==> src/rtl/stream_unpacker.sv <==
module stream_unpacker #(
  parameter int N = 4,
  parameter int W = 16
) (
  input  logic         clk,
  input  logic         rst,
  input  logic         s_valid,
  output logic         s_ready,
  input  logic [N*W-1:0] s_data,
  input  logic         rd_req,
  input  logic [N-1:0] rd_en,
  output logic         rd_valid,
  output logic         rd_underflow,
  output logic [N*W-1:0] rd_data
);
  localparam int DEPTH = 2 * N;
  localparam int CW = $clog2(DEPTH + 1);

  logic [W-1:0] store [DEPTH];
  logic [W-1:0] store_n [DEPTH];
  logic [CW-1:0] cnt, cnt_left;
  logic [CW-1:0] k;
  logic [CW-1:0] rank [N];
  logic take, push;

  always_comb begin
    k = '0;
    for (int j = 0; j < N; j++) begin
      rank[j] = k;
      k = k + CW'(rd_en[j]);
    end
  end

  assign s_ready  = (cnt <= CW'(N));
  assign push     = s_valid && s_ready;
  assign take     = rd_req && (cnt >= k);
  assign cnt_left = take ? cnt - k : cnt;

  always_comb begin
    for (int i = 0; i < DEPTH; i++) begin
      store_n[i] = store[i];
      if (i < int'(cnt_left)) begin
        if (take && (i + int'(k) < DEPTH))
          store_n[i] = store[i + int'(k)];
      end else if (push && (i - int'(cnt_left) < N)) begin
        store_n[i] = s_data[(i - int'(cnt_left))*W +: W];
      end
    end
  end

  always_ff @(posedge clk) begin
    if (rst) begin
      cnt          <= '0;
      rd_valid     <= 1'b0;
      rd_underflow <= 1'b0;
    end else begin
      cnt          <= cnt_left + (push ? CW'(N) : CW'(0));
      rd_valid     <= take;
      rd_underflow <= rd_req && !take;
    end
  end

  always_ff @(posedge clk) begin
    for (int i = 0; i < DEPTH; i++) store[i] <= store_n[i];
  end

  generate
    for (genvar j = 0; j < N; j++) begin : g_lane
      always_ff @(posedge clk)
        rd_data[j*W +: W] <= rd_en[j] ? store[rank[j]] : '0;
    end
  endgenerate
endmodule

==> config.mk <==
export PLATFORM = sky130hd
export DESIGN_NAME = stream_unpacker
export DESIGN_NICKNAME = d
export VERILOG_FILES = /design/src/rtl/stream_unpacker.sv
export SDC_FILE = /design/constraint.sdc
export NUM_CORES = 1
export LEC_CHECK = 0
export ABC_CLOCK_PERIOD_IN_PS = 9640
export BUFFER_PORTS_ARGS = -buffer_cell sky130_fd_sc_hd__buf_2
export CELL_PAD_IN_SITES_DETAIL_PLACEMENT = 1
export CELL_PAD_IN_SITES_GLOBAL_PLACEMENT = 2
export CORE_MARGIN = 2
export CORE_UTILIZATION = 43
export CTS_BUF_LIST = sky130_fd_sc_hd__clkbuf_2
export CTS_CLUSTER_DIAMETER = 80
export DETAILED_ROUTE_END_ITERATION = 10
export GPL_TIMING_DRIVEN = 0
export PLACE_DENSITY = 0.91
export SYNTH_ARGS = -nofsm -noshare
export SYNTH_HDL_FRONTEND = slang
export SYNTH_SLANG_ARGS = --single-unit
==> constraint.sdc <==
create_clock -name clk -period 9.64 [get_ports clk]
set_input_delay 0.964 -clock clk [delete_from_list [all_inputs] [get_ports clk]]
set_output_delay 0.964 -clock clk [all_outputs]
set_load 0.01 [all_outputs]
# Yosys cells after proc, flatten, opt, wreduce, memory -nomap -nowiden
# Memories as Yosys holds them, arrays and structs flattened. A register that Yosys moved wholly into a read port is not among the register bits.
# Cells that the tools add are included.
# word_totals
reg_bits,6
ramBits,128
inputBits,72
memories,1
# classes
add_sub_neg,20
n_lt_le_gt_ge,26
eq_ne,16
shift,8
n_mux,26
n_reduce_logical,32
# memory_table
name,words,word_bits,rd,rd_ports_with_merged_regs,write_ports,line,rtl
store,8,16,12,4,8,19,logic [W-1:0] store [DEPTH];
# ops
operator,count
$shiftx A64 B9 Y16,8
$mux W16,24
$lt A32 B5 Y1 const B,7
$lt A5 B4 Y1 const B,8
$ne A2 B2 Y1 const B,16
$add A3 B4 Y5 const A,4
$sub A3 B4 Y5 const A,4
$logic_and A1 B1 Y1,19
$lt A3 B4 Y1 const A,4
$reduce_and A2 Y1,8
$add A2 B4 Y5 const A,2
$sub A1 B4 Y5 const A,2
$sub A2 B4 Y5 const A,2
$lt A1 B4 Y1 const A,2
$lt A2 B4 Y1 const A,2
$add A1 B4 Y5 const A,1
$logic_not A1 Y1,5
$add A3 B1 Y4,1
$add A4 B3 Y4,1
$ge A4 B4 Y1,1
$le A4 B3 Y1 const B,1
$lt A4 B4 Y1 const B,1
$mux W4,1
$sub A4 B4 Y4,1
other kinds (3),3

# Depth between registers and ports, before layout
# Gate-level depths: netlist of the first run.
# logic_depth
depth_word,11
depth_mapped,25
ltp_nobuf,18

# Worst setup path before layout of the first run
# Ideal clock, no wire load.
# synth_timing
path_kind,input to register
startpoint,input port rd_en[0]
endpoint,memory store[6][0] (enable)
setup_time_ns,0.416
arrival_ns,7.177
required_ns,9.224
path_slack_ns,2.047
cell_stages,23
n_path_buf,9
path_cell_list,ha_1 clkbuf_1 clkbuf_1 inv_1 fa_1 buf_2 buf_1 xor2_1 ha_1 o31a_1 o32a_1 and3_1 buf_6 a21boi_4 inv_1 buf_4 clkbuf_1 buf_2 ha_1 clkbuf_1 inv_2 nand2_1 o32ai_1
# synth_lines
element,line,rtl
"start, declared",11,"input logic [N-1:0] rd_en,"
"end, declared",19,

==> impl_metrics.ini, run 1 <==
[run_status]
outcome = completed

[critical_path]
crit_start = rd_en[1]
required_ps = 10350
worstRegToRegCells = 19
arrival_ps = 9700
cp_max_fo = 12
endpoint_kind = register
r2r-start = cnt[1]
r2r_end = store[6][14]
r2r_slack_ps = 3000
startpoint_type = input port
crit_end = store[6][14]
path_class = input port to register

[global_routing]
grt_pass1_vias = 15700
grt_max_degree = 18
grt_pass1_wl_mm = 106
grt_overflow = 0
grt_use_total = 0.348
antenna_found_initial = 2

[run]
max_cap_violations = 0

[clocking]
cts_buffer_depth = 2
clockRootBuffer = clkbuf_2
tritoncts = done
post_cts_buffers = 0
cts_hold_buf = 0
htree_levels = 4
clk_pin_slew_ps = 320
clock_latency_ps = 980
cts_buffers = 17
clock_sinks = 198
cts_resized = 0

[layout]
nets = 1789
area_growth_pct = 9.99
stdcell_area_um2 = 19100
fillCellCount = 4368
drive_above_1_share = 0.258

[routing]
drt-total-wl_mm = 72.7
via_count = 15500
viasPerCell = 6.93
drt_pass1_iterations = 7
drtIter0Drc = 1875
ant_nets = 0
drc = 0
wl_per_cell_um = 32.4

[place]
portBuffers = 138
dp.final_hpwl_mm = 58.8
routabilityCongestion = 0.940
placed_area_um2 = 18800

[synth]
ys_ff_latch = 198
synth_edf_count = 128
ys.flop_type = edfxtp_1
ys_seq_area_frac = 0.303
netlist_top_cells_area = mux4_2 25%, edfxtp_1 22%, mux2i_1 14%
post-synth-top-area-cell = mux4_2
synth-async-reset-ratio = 0
syn_area_um2 = 17300
synth.avg_cell_area_um2 = 11.3
synth_nets = 1626
synth_cell_type_count = 71
synth_warnings = 0
netlist_instances = 1537
yosysTopAreaCellShare = 0.250

[sta]
setup_viol = 0
fmax_mhz = 111
final.setup.tns_ps = 0
rsz0062_at_grt = no
relSlewSlack = 0.231
finalCritPeriodShare = 0.933
max_slew.worst_pin.slew_ps = 1150
min_period_ps = 8990
hold_viol_final = 0
final_max_slew_viol_count = 0
clock_skew_ps = 77.2

[die]
die_w_um = 205
die_h_um = 205
rows = 73
core_um2 = 39700
start_util = 0.436
ios = 139
die_area_um2 = 41900

[hold_path]
hold_class = input port to register
hold_start = rst
-- cells by family (layout without fill, tap and decap cells) --
logic type,Yosys count,after routing,share of synthesized area
compound gates,365,365,0.146
other cells,0,2,0
simple gates,301,301,0.0816
mux,452,452,0.402
buf+inv,188,364,0.0470
fa+ha+maj,18,18,0.0137
xor+xnor,15,15,0.00758
flops,198,198,0.303
-- metal layers --
| metal | part of all wire | GRT usage | wire length (um) |
|---|---|---|---|
| met1 | 0.40 | 0.464 | 28900 |
| met2 | 0.45 | 0.542 | 33000 |
| met3 | 0.12 | 0.0982 | 8650 |
| met4 | 0.029 | 0.119 | 2090 |
| met5 | 0 | 0 | 0 |
-- cells in the final DEF, fill, tap and decap left out, types with 24 or more instances in the layout --
| master | instances |
|---|---|
| nor2_1 | 93 |
| edfxtp_1 | 128 |
| clkbuf_1 | 103 |
| a21oi_1 | 94 |
| o21ai_0 | 43 |
| and2_1 | 35 |
| dfxtp_1 | 70 |
| nor2b_1 | 36 |
| buf_1 | 26 |
| o2bb2ai_1 | 49 |
| mux2i_1 | 237 |
| nor3_1 | 24 |
| mux4_2 | 192 |
| a211oi_1 | 67 |
| buf_2 | 166 |
| nand2_1 | 82 |
-- registers in the layout, indices dropped and copies added, names as in the netlist --
signal and flops:
store 128, rd_underflow 1, rd_data 64, rd_valid 1
cnt 4
-- metrics by stage --
| step | util | hold WS [ps] | cells | worst slack (ps) |
|---|---|---|---|---|
| 2_1_floorplan | - | 608 | 1537 | 2050 |
| 3_3_place_gp | 0.470 | 754 | 2200 | -1260 |
| 3_5_place_dp | 0.473 | 786 | 2206 | -85.5 |
| 4_1_cts | 0.480 | 146 | 2238 | 952 |
| 5_1_grt | 0.480 | 179 | 2239 | 480 |
| 6_report | 0.480 | 181 | 2240 | 650 |
-- critical path, stage by stage --
cell	delay (ps)
buf_2	190
ha_1	210
clkbuf_1	420
clkbuf_1	590
inv_1	140
fa_1	800
buf_2	330
buf_1	660
xor2_1	190
ha_1	310
o31a_1	280
o32a_1	360
a31o_2	300
a21boi_4	200
inv_1	220
buf_4	220
clkbuf_1	690
buf_2	440
ha_1	200
clkbuf_1	290
inv_2	240
nand2_1	410
o311ai_0	290
o32ai_2	380
buf_4	320
-- area by class of cell --
class                           instances  area (um2)  area share
Sequential cell                       198        5250       0.275
Inverter                               16        62.6     0.00328
Multi-Input combinational cell       1151       11300       0.595
Clock buffer                           19        95.1     0.00499
Antenna cell                            2        5.00    0.000263
Tap cell                              525         657      0.0345
Timing Repair Buffer                  144         762      0.0400
Clock inverter                         13         149     0.00781
Buffer                                172         752      0.0395
-- worst min path at each step --
| stage | end | cells past startpoint |
|---|---|---|
| after floorplan | rd_data[25] | 2 |
| after global placement | rd_data[21] | 2 |
| after global routing | cnt[3] | 2 |
| after CTS | cnt[3] | 2 |
| after detailed placement | rd_data[19] | 2 |
| final | cnt[3] | 2 |
-- synth_stat cells (28+ instances only) --
master and number:
a21oi_1 94, nor2_1 93, dfxtp_1 70, mux2i_1 238, nand2_1 82, buf_2 28, and2_1 35, o21ai_0 44
nor2b_1 36, o2bb2ai_1 49, a211oi_1 67, clkbuf_1 103, edfxtp_1 128, mux4_2 192
Power of run 1 is left out: the tool's default activity adds up to more than one toggle a clock period on the data nets, which glitch-free logic cannot reach.
==> inputs of run 2 (changes only) <==
==> config.mk (replaced) <==
export PLATFORM = sky130hd
export DESIGN_NAME = stream_unpacker
export DESIGN_NICKNAME = d
export VERILOG_FILES = /design/src/rtl/stream_unpacker.sv
export SDC_FILE = /design/constraint.sdc
export NUM_CORES = 1
export LEC_CHECK = 0
export ABC_AREA = 1
export ABC_CLOCK_PERIOD_IN_PS = 9640
export CELL_PAD_IN_SITES_DETAIL_PLACEMENT = 1
export CELL_PAD_IN_SITES_GLOBAL_PLACEMENT = 2
export CORE_MARGIN = 2
export CORE_UTILIZATION = 36
export CTS_BUF_LIST = sky130_fd_sc_hd__clkbuf_2
export CTS_CLUSTER_DIAMETER = 80
export DETAILED_ROUTE_END_ITERATION = 10
export DONT_BUFFER_PORTS = 1
export GPL_TIMING_DRIVEN = 0
export PLACE_DENSITY = 0.9
export SYNTH_ARGS = -nofsm -noshare
export SYNTH_HDL_FRONTEND = slang
export SYNTH_SLANG_ARGS = --single-unit
==> run 2 against run 1 <==
Net effect: sequential share of layout area rose by 2.9 points; critical path type unchanged; first-iteration DRC count fell by 14%; wire length rose by 29%.
==> impl_metrics.ini, run 2 <==
[critical_path]
r2r_end = store[2][4]
cp_top_family = buffers and inverters
cp_slowest_cell = fa_1
worstRegToRegCells = 21
endpoint_kind = register
r2r-start = cnt[1]
path_class = input port to register
required_ps = 10320
r2r_slack_ps = 3700
arrival_ps = 8750
cp_max_fo = 16
crit_buf_inv = 10
critPathMaxStageDelay_ps = 1130
startpoint_type = input port
cp_common_cell = nand2_1

[sta]
finalCritPeriodShare = 0.837
hold_viol_final = 0
min_period_ps = 8070
max_slew.worst_pin.slew_ps = 1410
clock_skew_ps = 53.5
fmax_mhz = 124
final_max_slew_viol_count = 0
setup_viol = 0
relSlewSlack = 0.0526
final.setup.tns_ps = 0
rsz0062_at_grt = no

[layout]
area_growth_pct = 6.99
largest-register = store
instances_no_fill = 3216
layout_commonest_cell = nand2_1
fillCellCount = 5983
largest_reg_flops = 128
top_regs = store (128), rd_data (64), cnt (4)
nets = 2698
drive_above_1_share = 0.0381
final_cell_mix = 698 x nand2_1, 560 x o21ai_0, 206 x nand3_1

[synth]
synth-adder-area-share = 0.0141
synth-async-reset-ratio = 0
synth_xor_area_frac = 0.00333
synth_warnings = 0
yosys.area_share.simple = 0.287
netlist_instances = 2584
ys_ff_latch = 198
synth.avg_cell_area_um2 = 6.24
yosysTopAreaCellShare = 0.238
synth_top_family_by_area = simple AND/OR/NAND/NOR gates
synth_commonest_cells = 698 x nand2_1, 561 x o21ai_0, 206 x nand3_1
synth_compound_area_frac = 0.268
synth_edf_count = 128
post-synth-top-area-cell = edfxtp_1
ys.flop_type = edfxtp_1
ys_seq_area_frac = 0.325
synth_cell_type_count = 45
muxShareOfSynthArea = 0.00620
netlist_top_cells_area = edfxtp_1 24%, o21ai_0 17%, nand2_1 16%
synth_nets = 2673
yosysMostFrequentCell = nand2_1
syn_area_um2 = 16100

[place]
dp_cells = 3179
routabilityCongestion = 1.06
dp.final_hpwl_mm = 79.5
portBuffers = 0

[die]
start_util = 0.365
die_area_um2 = 46500
die_w_um = 216
core_um2 = 44200
ios = 139
rows = 77
die_h_um = 216

[global_routing]
antenna_found_initial = 1
grt_pass1_wl_mm = 135
grt_max_degree = 19
grt_overflow = 0
grt_use_total = 0.399
grt_pass1_vias = 19500

[routing]
ant_nets = 0
drtIter0Drc = 1608
via_count = 19200
drt-total-wl_mm = 93.4
wl_per_cell_um = 29.1
drt_pass1_iterations = 7
drc = 0
viasPerCell = 5.96

[hold_path]
hold_start = rd_en[1]
hold_end = rd_data[29]
hold_class = input port to register
whs_path_depth = 2

[clocking]
cts_buffers = 17
cts_buffer_depth = 2
htree_levels = 4
clock_sinks = 198
tritoncts = done
post_cts_buffers = 0
clk_pin_slew_ps = 270
clockRootBuffer = clkbuf_2
clock_latency_ps = 1100

[run]
max_cap_violations = 0

[run_status]
outcome = completed
-- run 2: cell count changes after synthesis, sizes merged, moves of 34 or more --
| cell | previous run | this run |
|---|---|---|
| nand3 | 12 | 206 |
| nor2b | 36 | 0 |
| a211oi | 67 | 0 |
| mux2i | 239 | 10 |
| o21ai | 46 | 587 |
| clkbuf | 103 | 147 |
| nor2 | 94 | 194 |
| o2bb2ai | 49 | 0 |
| a21oi | 95 | 180 |
| and2 | 35 | 1 |
| nand2 | 82 | 712 |
| mux4 | 192 | 0 |
| inv | 16 | 198 |
-- run 2: cell type report --
type	instances	area, um2	area share
Timing Repair Buffer	6	75.1	0.00435
Inverter	204	766	0.0444
Buffer	195	790	0.0457
Sequential cell	198	5250	0.304
Multi-Input combinational cell	1987	9350	0.542
Clock buffer	17	85.1	0.00493
Antenna cell	2	5.00	0.000290
Clock inverter	15	206	0.0120
Tap cell	592	741	0.0429
-- run 2: worst register-to-register path, cell delays in order (launching register included) --
cell and delay [ps]:
dfxtp_1 440, nand2_1 120, and2_1 230, ha_1 190, inv_1 60, nand2_2 70
inv_1 60, nand2_1 50, nand2_2 80, nand2_4 90, nand2_4 100, buf_6 180
nor2_2 100, nor2_4 300, clkbuf_1 1000, ha_1 560, clkinv_1 570, nand2_1 310
inv_2 120, buf_1 260, nand3_1 130, nand2_1 480
-- run 2: through the flow --
| stage | cell area, um2 | util | hold slack, ps | setup WS (ps) |
|---|---|---|---|---|
| floorplan | 16100 | - | 500 | 3700 |
| global placement | 16900 | 0.382 | 632 | 480 |
| detailed placement | 16900 | 0.383 | 647 | 764 |
| CTS | 17300 | 0.390 | 27.9 | 1940 |
| global route | 17300 | 0.390 | 20.3 | 1570 |
| finish | 17300 | 0.390 | 106 | 1570 |
-- run 2: kinds of logic (layout without fill, tap and decap cells) --
family          count (synthesis)  in the layout
fa+ha+maj                      17             17
flops                         198            198
xor+xnor                        4              4
simple gates                 1122           1122
buf+inv                       399            437
mux                            10             10
compound gates                834            834
other cells                     0              2
-- run 2: what timing repair did --
item / in CTS / in global routing
hold buffers: 3 / 0
endpoints found under the hold margin: 17 / 0
gates resized for setup: 0 / 0
-- run 2: how the worst max path moves through the flow --
| stage | startpoint | end | slack (ps) | cells past startpoint |
|---|---|---|---|---|
| 2_1_floorplan | rd_en[0] | store[3][0] | 3700 | 25 |
| 3_3_place_gp | rd_en[0] | store[1][11] | 480 | 25 |
| 3_5_place_dp | rd_en[0] | store[6][12] | 760 | 26 |
| 4_1_cts | rd_en[0] | store[6][5] | 1940 | 26 |
| 5_1_grt | rd_en[0] | store[6][5] | 1570 | 26 |
| 6_report | rd_en[0] | store[2][4] | 1570 | 26 |
-- run 2: metal layers --
metal | global-route usage | part of all wire | vias to the layer above
met5 | 0 | 0 | -
met4 | 0.181 | 0.047 | 0
met3 | 0.0772 | 0.077 | 239
met2 | 0.677 | 0.47 | 964
met1 | 0.490 | 0.40 | 9242
li1 | - | - | 8738
Power of run 2 is left out for the same reason.
==> inputs of run 3 (changes only) <==
==> config.mk (replaced) <==
export PLATFORM = sky130hd
export DESIGN_NAME = stream_unpacker
export DESIGN_NICKNAME = d
export VERILOG_FILES = /design/src/rtl/stream_unpacker.sv
export SDC_FILE = /design/constraint.sdc
export NUM_CORES = 1
export LEC_CHECK = 0
export ABC_AREA = 0
export ABC_CLOCK_PERIOD_IN_PS = 6800
export CELL_PAD_IN_SITES_DETAIL_PLACEMENT = 1
export CELL_PAD_IN_SITES_GLOBAL_PLACEMENT = 2
export CORE_MARGIN = 2
export CORE_UTILIZATION = 41
export CTS_BUF_LIST = sky130_fd_sc_hd__clkbuf_2
export CTS_CLUSTER_DIAMETER = 80
export DETAILED_ROUTE_END_ITERATION = 10
export DONT_BUFFER_PORTS = 1
export GPL_TIMING_DRIVEN = 0
export PLACE_DENSITY = 0.87
export SYNTH_ARGS = -nofsm -noshare
export SYNTH_HDL_FRONTEND = slang
export SYNTH_SLANG_ARGS = --single-unit
==> constraint.sdc (replaced) <==
create_clock -name clk -period 6.8 [get_ports clk]
set_input_delay 0.68 -clock clk [delete_from_list [all_inputs] [get_ports clk]]
set_output_delay 0.68 -clock clk [all_outputs]
set_load 0.01 [all_outputs]
==> run 3 against run 2 <==
Net effect: critical path depth down 4; global-route usage fell by 6.6 points; flip-flop and latch count unchanged; critical path type unchanged; core utilization increased by 5.8 points; count of clock-buffer cells in the layout grew 2; highest routed layer is now met5; register-to-register slack got worse by 2500 ps; final area rose by 8.8%; cell count shrank 33%; die area down 5.6%.
==> impl_metrics.ini, run 3 (synthesized netlist as in run 1, its figures left out) <==
[run_status]
outcome = completed

[routing]
drtIter0Drc = 2006
drt-total-wl_mm = 73.7
wl_per_cell_um = 34.4
ant_nets = 0
viasPerCell = 7.09
wl_met2_mm = 33.9
wl_met3_mm = 9.70
drc = 0
routed.top_layer = met5
via_count = 15200
wl_met1_mm = 28.6
drt_pass1_iterations = 6

[place]
portBuffers = 0
dp_cells = 2079
routabilityCongestion = 0.973
dp.final_hpwl_mm = 58.7

[global_routing]
grt_pass1_vias = 15500
grt_use_total = 0.334
grt_max_degree = 20
grt_overflow = 0
antenna_found_initial = 2
grt_pass1_wl_mm = 107

[sta]
setup_viol = 0
max_slew.worst_pin.slew_ps = 1050
relSlewSlack = 0.299
hold_viol_final = 0
rsz0062_at_grt = no
final.setup.tns_ps = 0
finalCritPeriodShare = 0.963
final_max_slew_viol_count = 0
min_period_ps = 6550
clock_skew_ps = 73.6
fmax_mhz = 153

[layout]
drive_above_1_share = 0.196
top_regs = store (128), rd_data (64), cnt (4)
instances_no_fill = 2144
area_growth_pct = 8.41
final_cell_mix = 237 x mux2i_1, 192 x mux4_2, 128 x edfxtp_1
largest_reg_flops = 128
layout_commonest_cell = mux2i_1
largest-register = store
nets = 1680

[critical_path]
cp_max_fo = 12
r2r_end = store[2][11]
endpoint_kind = register
path_class = input port to register
arrival_ps = 7430
r2r_slack_ps = 1190
startpoint_type = input port
required_ps = 7680
worstRegToRegCells = 17
r2r-start = cnt[1]

[die]
start_util = 0.414
die_area_um2 = 43900
core_um2 = 41900
die_w_um = 210
ios = 139
rows = 75
die_h_um = 210

[hold_path]
hold_end = rd_data[57]
hold_start = rd_en[3]
hold_class = input port to register
whs_path_depth = 2

[clocking]
cts_buffer_depth = 2
cts_buffers = 17
htree_levels = 4
clk_pin_slew_ps = 330
clock_latency_ps = 1020
clock_sinks = 198
clockRootBuffer = clkbuf_2
tritoncts = done

[run]
max_cap_violations = 0
==> run 3: cell types whose count changed in the layout (fill, tap and decap cells not counted), sizes merged, moves of 34 or more <==
| cell | previous run | this run |
|---|---|---|
| o21ai | 587 | 46 |
| nand2 | 712 | 82 |
| a21oi | 180 | 95 |
| nor2b | 0 | 36 |
| and2 | 1 | 35 |
| o2bb2ai | 0 | 49 |
| nand3 | 206 | 12 |
| a211oi | 0 | 67 |
| inv | 205 | 22 |
| clkbuf | 164 | 123 |
| mux4 | 0 | 192 |
| nor2 | 194 | 94 |
| mux2i | 10 | 239 |
==> run 3: final cells by class <==
cell class / instances / area (um2)
well taps: 539 / 674
plain buffers: 172 / 766
clock buffers: 19 / 95.1
inverters: 16 / 65.1
flip-flops and latches: 198 / 5250
repair buffers: 35 / 405
fillers: 4541 / 23100
clock inverters: 13 / 145
diodes: 1 / 2.50
multi-input cells: 1151 / 11400
==> run 3: worst max-delay path by stage <==
stage | startpoint | end | slack, ps | depth (start not counted)
floorplan | rd_en[0] | store[0][0] | 10 | 23
global placement | rd_en[0] | store[0][9] | -2760 | 23
detailed placement | rd_en[0] | store[6][10] | -2760 | 23
CTS | rd_en[0] | store[2][4] | 4 | 22
global route | rd_en[0] | store[4][15] | 40 | 22
finish | rd_en[0] | store[2][11] | 250 | 22
==> run 3: critical path: stages <==
cell and delay (ps):
ha_1 160, clkbuf_2 260, clkbuf_2 340, inv_1 110, fa_2 720, buf_2 330
clkbuf_4 360, xor2_1 110, ha_1 280, o31a_1 270, o32a_1 360, a31o_2 280
a21boi_4 190, inv_1 220, buf_4 230, buf_2 360, clkbuf_4 340, ha_1 280
clkbuf_1 660, o2bb2ai_1 380, buf_2 330, o2bb2ai_1 140
==> run 3: routing by layer <==
layer,GRT usage,up-vias
met3,0.102,111
met5,0,-
met2,0.534,1129
li1,-,6223
met4,0.0890,2
met1,0.442,7731
==> run 3: through the flow <==
step / util / instance area [um2] / hold slack, ps / setup slack, ps
finish: 0.449 / 18800 / 44.6 / 253
global route: 0.449 / 18800 / 38.0 / 43.6
CTS: 0.448 / 18700 / 4.11 / 4.15
detailed placement: 0.433 / 18100 / 757 / -2760
global placement: 0.431 / 18000 / 753 / -2760
floorplan: - / 17400 / 608 / 12.7
==> run 3: timing repair <==
item | 4_1_cts | 5_1_grt
buffers inserted | 3 | 1
pin swaps | 2 | 2
hold endpoints to repair | 39 | 0
hold buffers | 28 | 0
endpoints found under the setup margin | 224 | 181
gates resized for setup | 11 | 11
Power of run 3 is left out for the same reason.
